### src/rtl/sacq_pkg.sv
package sacq_pkg;
  typedef enum logic [2:0] {
    MD_OFF    = 3'd0,
    MD_SWON   = 3'd1,
    MD_PRE    = 3'd2,
    MD_DATA   = 3'd3,
    MD_FAIL   = 3'd4,
    MD_FADE   = 3'd5,
    MD_CAROFF = 3'd6
  } sacq_mode_e;
endpackage

### src/rtl/sacq_timebase.sv
module sacq_timebase #(
  parameter int CW_BITS    = 32,
  parameter int BATCH_BITS = 544,
  parameter int LIN_W      = 10
) (
  input  logic             clk,
  input  logic             rst,
  input  logic             clr,
  input  logic             tick,
  input  logic             realign,
  output logic [LIN_W-1:0] lin
);
  localparam logic [LIN_W-1:0] LAST  = LIN_W'(BATCH_BITS - 1);
  localparam logic [LIN_W-1:0] AFTER = LIN_W'(CW_BITS);

  always_ff @(posedge clk) begin
    if (rst || clr) begin
      lin <= '0;
    end else if (tick) begin
      if (realign)        lin <= AFTER;
      else if (lin == LAST) lin <= '0;
      else                lin <= lin + 1'b1;
    end
  end
endmodule

### src/rtl/sacq_window.sv
module sacq_window
  import sacq_pkg::*;
#(
  parameter int CW_BITS      = 32,
  parameter int CW_PER_BATCH = 17,
  parameter int FRAMES       = 8,
  parameter int FADE_TOL     = 8,
  parameter int SCAN_BITS    = 576,
  parameter int LIN_W        = 10,
  parameter int WIN_W        = 13,
  parameter int LEAD_W       = 4
) (
  input  sacq_mode_e        mode,
  input  logic [LIN_W-1:0]  lin,
  input  logic [WIN_W-1:0]  win,
  input  logic              call_act,
  input  logic [FRAMES-1:0] frame_mask,
  input  logic [LEAD_W-1:0] lead,
  output logic              rx_need,
  output logic              osc_need
);
  localparam int BATCH_BITS = CW_BITS * CW_PER_BATCH;
  localparam int CW_W       = $clog2(CW_PER_BATCH);
  localparam logic [LIN_W-1:0] L_CW     = LIN_W'(CW_BITS);
  localparam logic [LIN_W-1:0] L_LATE   = LIN_W'(CW_BITS + FADE_TOL);
  localparam logic [LIN_W-1:0] L_EARLY  = LIN_W'(BATCH_BITS - FADE_TOL);
  localparam logic [LIN_W:0]   L_BATCH  = (LIN_W+1)'(BATCH_BITS);
  localparam logic [WIN_W:0]   W_SCAN   = (WIN_W+1)'(SCAN_BITS);
  localparam logic [WIN_W-1:0] W_CW     = WIN_W'(CW_BITS);

  logic [LIN_W:0]   lin_sum;
  logic [WIN_W:0]   win_sum;
  logic [LIN_W-1:0] lin_fut;
  logic [WIN_W-1:0] win_fut;
  logic [LIN_W-1:0] cwf_cur, cwf_fut;
  logic [CW_W-1:0]  cw_cur, cw_fut;
  logic [FRAMES-1:0] hit_cur, hit_fut;

  always_comb begin
    lin_sum = {1'b0, lin} + (LIN_W+1)'(lead);
    win_sum = {1'b0, win} + (WIN_W+1)'(lead);
    lin_fut = (lin_sum >= L_BATCH) ? LIN_W'(lin_sum - L_BATCH) : lin_sum[LIN_W-1:0];
    win_fut = (win_sum >= W_SCAN)  ? WIN_W'(win_sum - W_SCAN)  : win_sum[WIN_W-1:0];
    cwf_cur = lin / L_CW;
    cwf_fut = lin_fut / L_CW;
    cw_cur  = cwf_cur[CW_W-1:0];
    cw_fut  = cwf_fut[CW_W-1:0];
  end

  for (genvar f = 0; f < FRAMES; f++) begin : g_frame
    assign hit_cur[f] = frame_mask[f] &&
      ((cw_cur == CW_W'(2*f+1)) || (cw_cur == CW_W'(2*f+2)));
    assign hit_fut[f] = frame_mask[f] &&
      ((cw_fut == CW_W'(2*f+1)) || (cw_fut == CW_W'(2*f+2)));
  end

  function automatic logic need_at(input sacq_mode_e m, input logic [LIN_W-1:0] l,
                                   input logic [WIN_W-1:0] w, input logic fh,
                                   input logic call);
    case (m)
      MD_SWON, MD_PRE:  need_at = 1'b1;
      MD_DATA, MD_FAIL: need_at = call || (l < L_CW) || fh;
      MD_FADE:          need_at = (l >= L_EARLY) || (l < L_LATE);
      MD_CAROFF:        need_at = (w < W_CW);
      default:          need_at = 1'b0;
    endcase
  endfunction

  always_comb begin
    rx_need  = need_at(mode, lin, win, |hit_cur, call_act);
    osc_need = rx_need || need_at(mode, lin_fut, win_fut, |hit_fut, call_act);
  end
endmodule

### src/rtl/sacq_fsm.sv
module sacq_fsm
  import sacq_pkg::*;
#(
  parameter int CW_BITS   = 32,
  parameter int SWON_LIM  = 1632,
  parameter int PRE_LIM   = 544,
  parameter int FADE_LIM  = 8160,
  parameter int SCAN_BITS = 576,
  parameter int LIN_W     = 10,
  parameter int WIN_W     = 13
) (
  input  logic             clk,
  input  logic             rst,
  input  logic             on,
  input  logic             tick,
  input  logic             sync_hit,
  input  logic             pre_hit,
  input  logic             addr_hit,
  input  logic             call_done,
  input  logic             uncorr_hit,
  input  logic             rx_need,
  input  logic [LIN_W-1:0] lin,
  output sacq_mode_e       mode,
  output logic [WIN_W-1:0] win,
  output logic             call_act,
  output logic             call_term,
  output logic             realign
);
  localparam logic [WIN_W-1:0] W_SWON = WIN_W'(SWON_LIM - 1);
  localparam logic [WIN_W-1:0] W_PRE  = WIN_W'(PRE_LIM - 1);
  localparam logic [WIN_W-1:0] W_FADE = WIN_W'(FADE_LIM - 1);
  localparam logic [WIN_W-1:0] W_SCAN = WIN_W'(SCAN_BITS - 1);
  localparam logic [LIN_W-1:0] L_SLOT = LIN_W'(CW_BITS - 1);

  logic acq, slot_end, call_nx;

  always_comb begin
    acq      = (mode == MD_SWON) || (mode == MD_PRE) ||
               (((mode == MD_FADE) || (mode == MD_CAROFF)) && rx_need);
    realign  = on && tick && acq && sync_hit;
    slot_end = (lin == L_SLOT);
    call_nx  = addr_hit ? 1'b1 : (call_done ? 1'b0 : call_act);
  end

  always_ff @(posedge clk) begin
    if (rst) begin
      mode      <= MD_OFF;
      win       <= '0;
      call_act  <= 1'b0;
      call_term <= 1'b0;
    end else begin
      call_term <= 1'b0;
      if (!on) begin
        mode     <= MD_OFF;
        win      <= '0;
        call_act <= 1'b0;
      end else if (mode == MD_OFF) begin
        mode <= MD_SWON;
        win  <= '0;
      end else if (tick) begin
        if (realign) begin
          mode     <= MD_DATA;
          call_act <= 1'b0;
        end else begin
          case (mode)
            MD_SWON, MD_PRE, MD_FADE: begin
              if (pre_hit && acq) begin
                mode <= MD_PRE;
                win  <= '0;
              end else if ((mode == MD_SWON && win == W_SWON) ||
                           (mode == MD_PRE  && win == W_PRE)  ||
                           (mode == MD_FADE && win == W_FADE)) begin
                mode <= MD_CAROFF;
                win  <= '0;
              end else begin
                win <= win + 1'b1;
              end
            end
            MD_CAROFF: begin
              if (pre_hit && acq) begin
                mode <= MD_PRE;
                win  <= '0;
              end else begin
                win <= (win == W_SCAN) ? '0 : win + 1'b1;
              end
            end
            MD_DATA: begin
              call_act <= call_nx;
              if (uncorr_hit && call_act)                 mode <= MD_FAIL;
              else if (slot_end && !call_act && !sync_hit) mode <= MD_FAIL;
            end
            MD_FAIL: begin
              if (slot_end && !sync_hit) begin
                mode      <= MD_FADE;
                win       <= '0;
                call_act  <= 1'b0;
                call_term <= 1'b1;
              end else begin
                call_act <= call_nx;
                if (slot_end) mode <= MD_DATA;
              end
            end
            default: mode <= MD_OFF;
          endcase
        end
      end
    end
  end
endmodule

### src/rtl/sacq_ctrl.sv
module sacq_ctrl
  import sacq_pkg::*;
#(
  parameter int CW_BITS      = 32,
  parameter int CW_PER_BATCH = 17,
  parameter int FRAMES       = 8,
  parameter int SWON_BATCHES = 3,
  parameter int PRE_BATCHES  = 1,
  parameter int FADE_BATCHES = 15,
  parameter int FADE_TOL     = 8,
  parameter int SCAN_CW      = 18,
  parameter int LEAD_W       = 4
) (
  input  logic              clk,
  input  logic              rst,
  input  logic              on_pin,
  input  logic              on_reg,
  input  logic              bit_tick,
  input  logic              pre_hit,
  input  logic              sync_hit,
  input  logic              addr_hit,
  input  logic              call_done,
  input  logic              uncorr_hit,
  input  logic [FRAMES-1:0] frame_mask,
  input  logic [LEAD_W-1:0] lead_ticks,
  output logic              rx_en,
  output logic              osc_en,
  output logic [2:0]        mode,
  output logic              call_term
);
  localparam int BATCH_BITS = CW_BITS * CW_PER_BATCH;
  localparam int SCAN_BITS  = CW_BITS * SCAN_CW;
  localparam int SWON_LIM   = SWON_BATCHES * BATCH_BITS;
  localparam int PRE_LIM    = PRE_BATCHES * BATCH_BITS;
  localparam int FADE_LIM   = FADE_BATCHES * BATCH_BITS;
  localparam int MAX_A      = (SWON_LIM > PRE_LIM) ? SWON_LIM : PRE_LIM;
  localparam int MAX_B      = (FADE_LIM > SCAN_BITS) ? FADE_LIM : SCAN_BITS;
  localparam int WIN_MAX    = (MAX_A > MAX_B) ? MAX_A : MAX_B;
  localparam int LIN_W      = $clog2(BATCH_BITS);
  localparam int WIN_W      = $clog2(WIN_MAX + 1);

  logic             on;
  logic [LIN_W-1:0] lin;
  logic [WIN_W-1:0] win;
  logic             call_act, realign, rx_need, osc_need;
  sacq_mode_e       mode_q;

  assign on = on_pin || on_reg;

  sacq_timebase #(.CW_BITS(CW_BITS), .BATCH_BITS(BATCH_BITS), .LIN_W(LIN_W)) tb_i (
    .clk(clk), .rst(rst), .clr(!on), .tick(bit_tick), .realign(realign), .lin(lin)
  );

  sacq_fsm #(
    .CW_BITS(CW_BITS), .SWON_LIM(SWON_LIM), .PRE_LIM(PRE_LIM), .FADE_LIM(FADE_LIM),
    .SCAN_BITS(SCAN_BITS), .LIN_W(LIN_W), .WIN_W(WIN_W)
  ) fsm_i (
    .clk(clk), .rst(rst), .on(on), .tick(bit_tick), .sync_hit(sync_hit),
    .pre_hit(pre_hit), .addr_hit(addr_hit), .call_done(call_done),
    .uncorr_hit(uncorr_hit), .rx_need(rx_need), .lin(lin), .mode(mode_q),
    .win(win), .call_act(call_act), .call_term(call_term), .realign(realign)
  );

  sacq_window #(
    .CW_BITS(CW_BITS), .CW_PER_BATCH(CW_PER_BATCH), .FRAMES(FRAMES),
    .FADE_TOL(FADE_TOL), .SCAN_BITS(SCAN_BITS), .LIN_W(LIN_W), .WIN_W(WIN_W),
    .LEAD_W(LEAD_W)
  ) win_i (
    .mode(mode_q), .lin(lin), .win(win), .call_act(call_act),
    .frame_mask(frame_mask), .lead(lead_ticks), .rx_need(rx_need), .osc_need(osc_need)
  );

  assign rx_en  = rx_need;
  assign osc_en = osc_need;
  assign mode   = mode_q;
endmodule

### config.mk
export PLATFORM = sky130hd
export DESIGN_NAME = sacq_ctrl
export DESIGN_NICKNAME = d
export VERILOG_FILES = /design/src/rtl/sacq_pkg.sv /design/src/rtl/sacq_timebase.sv /design/src/rtl/sacq_window.sv /design/src/rtl/sacq_fsm.sv /design/src/rtl/sacq_ctrl.sv
export SDC_FILE = /design/constraint.sdc
export NUM_CORES = 1
export LEC_CHECK = 0
export ABC_AREA = 1
export BUFFER_PORTS_ARGS = -buffer_cell sky130_fd_sc_hd__buf_2
export CORE_MARGIN = 2
export CORE_UTILIZATION = 56
export CTS_BUF_LIST = sky130_fd_sc_hd__clkbuf_2 sky130_fd_sc_hd__clkbuf_4 sky130_fd_sc_hd__clkbuf_8
export CTS_CLUSTER_SIZE = 8
export DETAILED_ROUTE_END_ITERATION = 12
export GPL_TIMING_DRIVEN = 0
export PLACE_DENSITY = 0.79
export SYNTH_ARGS = -nofsm -noshare
export SYNTH_HDL_FRONTEND = slang
export SYNTH_SLANG_ARGS = --single-unit
### constraint.sdc
create_clock -name clk -period 3.4 [get_ports clk]
set_input_delay 0.51 -clock clk [delete_from_list [all_inputs] [get_ports clk]]
set_output_delay 0.51 -clock clk [all_outputs]
set_load 0.1 [all_outputs]
==> metrics.md <==
| Metric | Value |
|---|---|
| Final setup fails | `1` |
| Largest family of logic cells by synthesized area | `simple AND/OR/NAND/NOR gates` |
| Post-synth EDFFs | `0` |
| Reg-to-Reg Start | `tb_i.lin[5]` |
| Top-area cell type share of the netlist area | `0.185` |
| Power Density | `about 270 nW/um2` |
| RSZ-0062 raised after global routing | `true` |
| CP max-delay cell | `ha_1` |
| Max incr delay on CP | `between 0.3 and 0.4 ns` |
| Area Growth Syn to Fin | `19.0%` |
| Cells after Synth | `between 500 and 600` |
| VDD IR-drop max | `about 0.28 mV` |
| Syn nets | `554` |
| Number of buffers and inverters on the critical path | `5` |
| Final Worst Setup Slack | `-0.684 ns` |
| Worst skew pair latency | `between 0.2 and 0.3 ns` |
| Number of core rows | `26` |
| Top FF cell, synth | `dfxtp_1` |
| Routed via count | `3501` |
| I/O pins | `28` |
| Post-route ant nets | `0` |
| Yosys warnings | `0` |
| Commonest cells after routing, fill and taps aside | `122 x nand2_1, 79 x nor2_1, 59 x inv_1, 43 x nand3_1, 27 x buf_2` |
| Fin crit share | `1.20` |
| IO Port Bufs | `27` |
| Die W | `77.5 um` |
| HPWL after DPL | `6550 um` |
| Critical Path RT | `2.89 ns` |
| Worst Hold Depth | `4` |
| Dpl cells | `just over 600` |
| CTS Hold Bufs | `0` |
| Clock Tree Root | `clkbuf_8` |
| Ranking of synthesized cells by area | `dfxtp_1 19%, nand2_1 17%, nor2_1 10%` |
| Total wire length | `8430 um` |
| Final #Nets | `596` |
| Layout fillers | `464` |
| Hold Crit Start | `rst` |
| Worst reg2reg path depth | `13` |
| First-pass GRT wire length | `about 14000 um` |
| CTS max path bufs | `2` |
| Hold worst-path end | `fsm_i.mode[0]` |
| Total track usage | `0.282` |
| Die Y-Extent | `77.5 um` |
| DRC | `0` |
| DRT Pass-1 Iters | `5` |
| Async S/R FF share, synth | `0` |
| Core area | `between 5000 and 6000 um2` |
| CP Max Fanout | `8` |
| Max-cap violation count | `0` |
| Avg Cell Area, Syn | `between 5 and 6 um2` |
| Critical Path AT | `~3.6 ns` |
| Worst slew margin | `0.595` |
| Post-Synth Adder-Cell Area | `0.0670` |
| Largest net degree at the start of global routing | `17` |
| Xor and xnor area share after synthesis | `0.0492` |
| Biggest area consumer among synthesized cells | `dfxtp_1` |
| Starting DRT DRC Count | `between 150 and 200` |
| Gate family responsible for the most delay along the worst path | `simple AND/OR/NAND/NOR gates` |
| Post-synthesis cell type count | `44` |
| Min-delay worst type | `input pin to flop` |
| Critical path capture point type | `output pin` |
| Initial antenna violation count | `0` |
| Status | `finished, violations left` |
| Antenna cell count | `0` |
| Finished Layout Cells | `between 600 and 700` |
| Compound-Gate Fraction of Synth Area | `0.138` |
| Sequential fraction of the synthesis area | `0.185` |
| Setup crit start | `lead_ticks[3]` |
| Synth Cell Area | `3030 um2` |
| Layout Utilization | `0.696` |
| Critical path launch point type | `input pin` |
| Final period demand of the worst path | `between 4 and 5 ns` |
| FF+latch count, synth | `28` |
| Final hold vios | `0` |
| RePlAce Congestion | `approximately 0.96` |
| Critical path class | `input pin to output pin` |
| CTS HTree Levels | `1` |
| Starting Density | `0.585` |
| Max Slew Vio Count | `0` |
| Worst-margin pin slew | `just over 0.6 ns` |
| Synth Area in Simple Gates | `0.469` |
| Die footprint | `roughly 6000 um2` |
| Via density | `between 5 and 6` |
| Reg2reg end | `fsm_i.win[11]` |
| Average wire per standard cell | `~13 um` |
| Failing checks | `negative setup slack` |
| Layout Skew | `0.0104 ns` |
| CTS buffer count | `3` |
| CTS Sinks | `28` |
| CTS tree | `done` |
| Lkg Pwr | `1.65 nW` |
| Slack of the worst reg-to-reg path | `0.62 ns` |
| Total global routing overflow | `0` |
| Max Fclk | `roughly 0.24 GHz` |
| Layout cell share with drive strength beyond 1 | `0.206` |
| Clk pin slew, worst setup/hold paths | `roughly 0.11 ns` |
| Vias in the first global route | `roughly 3400` |
| Most common cell after layout, fill and taps aside | `nand2_1` |
| Mux cell area share after synthesis | `0` |
[how the worst max path moves through the flow]
stage,to,depth (start not counted)
final,osc_en,25
after detailed placement,osc_en,28
after global placement,osc_en,28
after global routing,osc_en,28
after CTS,osc_en,26
after floorplan,osc_en,25
[metal layers]
metal  share of wire  vias up  global-route usage  routed length (um)
li1                -     1773                   -                   -
met1            0.41     1620               0.316                3440
met2            0.53       88               0.553                4460
met3           0.037       20              0.0186                 310
met4           0.026        0               0.104                 221
met5               0        -                   0                   0
[report_power, final]
part	switching, mW	total, mW	internal [mW]	leakage, nW
Combinational	0.256	0.366	0.110	1.39
Sequential	0.0129	0.349	0.336	0.229
Clock	0.111	0.269	0.158	0.0357
[flip-flops by register name (all words and copies together), names as in the netlist]
| signal | cells |
|---|---|
| fsm_i.call_term | 1 |
| tb_i.lin | 10 |
| fsm_i.mode | 3 |
| fsm_i.win | 13 |
| fsm_i.call_act | 1 |
[timing repair]
| action | CTS | global route |
|---|---|---|
| endpoints found under the setup margin | 1 | 1 |
| gates resized for setup | 22 | 17 |
| buffers inserted | 8 | 2 |
| pin swaps | 13 | 13 |
[layout make-up]
| type | count | area, um2 | share of cell area |
|---|---|---|---|
| Multi-Input combinational cell | 418 | 2370 | 0.657 |
| Sequential cell | 28 | 571 | 0.158 |
| Inverter | 63 | 236 | 0.0657 |
| Timing Repair Buffer | 37 | 225 | 0.0625 |
| Tap cell | 70 | 87.6 | 0.0243 |
| Buffer | 8 | 42.5 | 0.0118 |
| Clock buffer | 3 | 41.3 | 0.0115 |
| Clock inverter | 1 | 30.0 | 0.00834 |
[Yosys cell counts, types with 2 or more instances]
| master | number |
|---|---|
| o21ai_0 | 16 |
| clkbuf_1 | 4 |
| nor2_2 | 6 |
| nand4_1 | 9 |
| ha_1 | 13 |
| inv_1 | 62 |
| fa_1 | 2 |
| nand2_2 | 15 |
| buf_4 | 3 |
| xor2_1 | 16 |
| o211ai_1 | 5 |
| a21oi_1 | 23 |
| nand3_2 | 3 |
| a221oi_1 | 2 |
| nand3_1 | 45 |
| or2_2 | 3 |
| a211oi_1 | 5 |
| o311ai_0 | 2 |
| nor3_1 | 7 |
| nor4_1 | 2 |
| dfxtp_1 | 28 |
| nor2_1 | 83 |
| a31oi_1 | 3 |
| nand2_1 | 140 |
[per-stage QoR]
| stage | instance area [um2] | TNS [ns] | setup slack [ns] | total power, mW | hold slack (ns) |
|---|---|---|---|---|---|
| 2_1_floorplan | 3110 | -0.276 | -0.276 | 0.612 | 0.475 |
| 3_3_place_gp | 3330 | -0.870 | -0.870 | 0.679 | 0.494 |
| 3_5_place_dp | 3330 | -0.942 | -0.942 | 0.683 | 0.515 |
| 4_1_cts | 3540 | -0.597 | -0.597 | 0.979 | 0.486 |
| 5_1_grt | 3600 | -0.865 | -0.865 | 1.03 | 0.504 |
| 6_report | 3600 | -0.684 | -0.684 | 0.983 | 0.486 |
[logic make-up after synthesis]
group           after synthesis
fa+ha+maj                    15
flops                        28
xor+xnor                     17
simple gates                320
compound gates               66
buf+inv                      71
[worst register-to-register path, delay by kind of cell, from the launching register on]
kind | cells | cell delay, ns
AOI/OAI and AO/OA | 2 | 0.38
and+or+nand+nor | 10 | 1.62
buffers and inverters | 1 | 0.22
DFF | 1 | 0.45
Power figures use the tool's default switching activity.
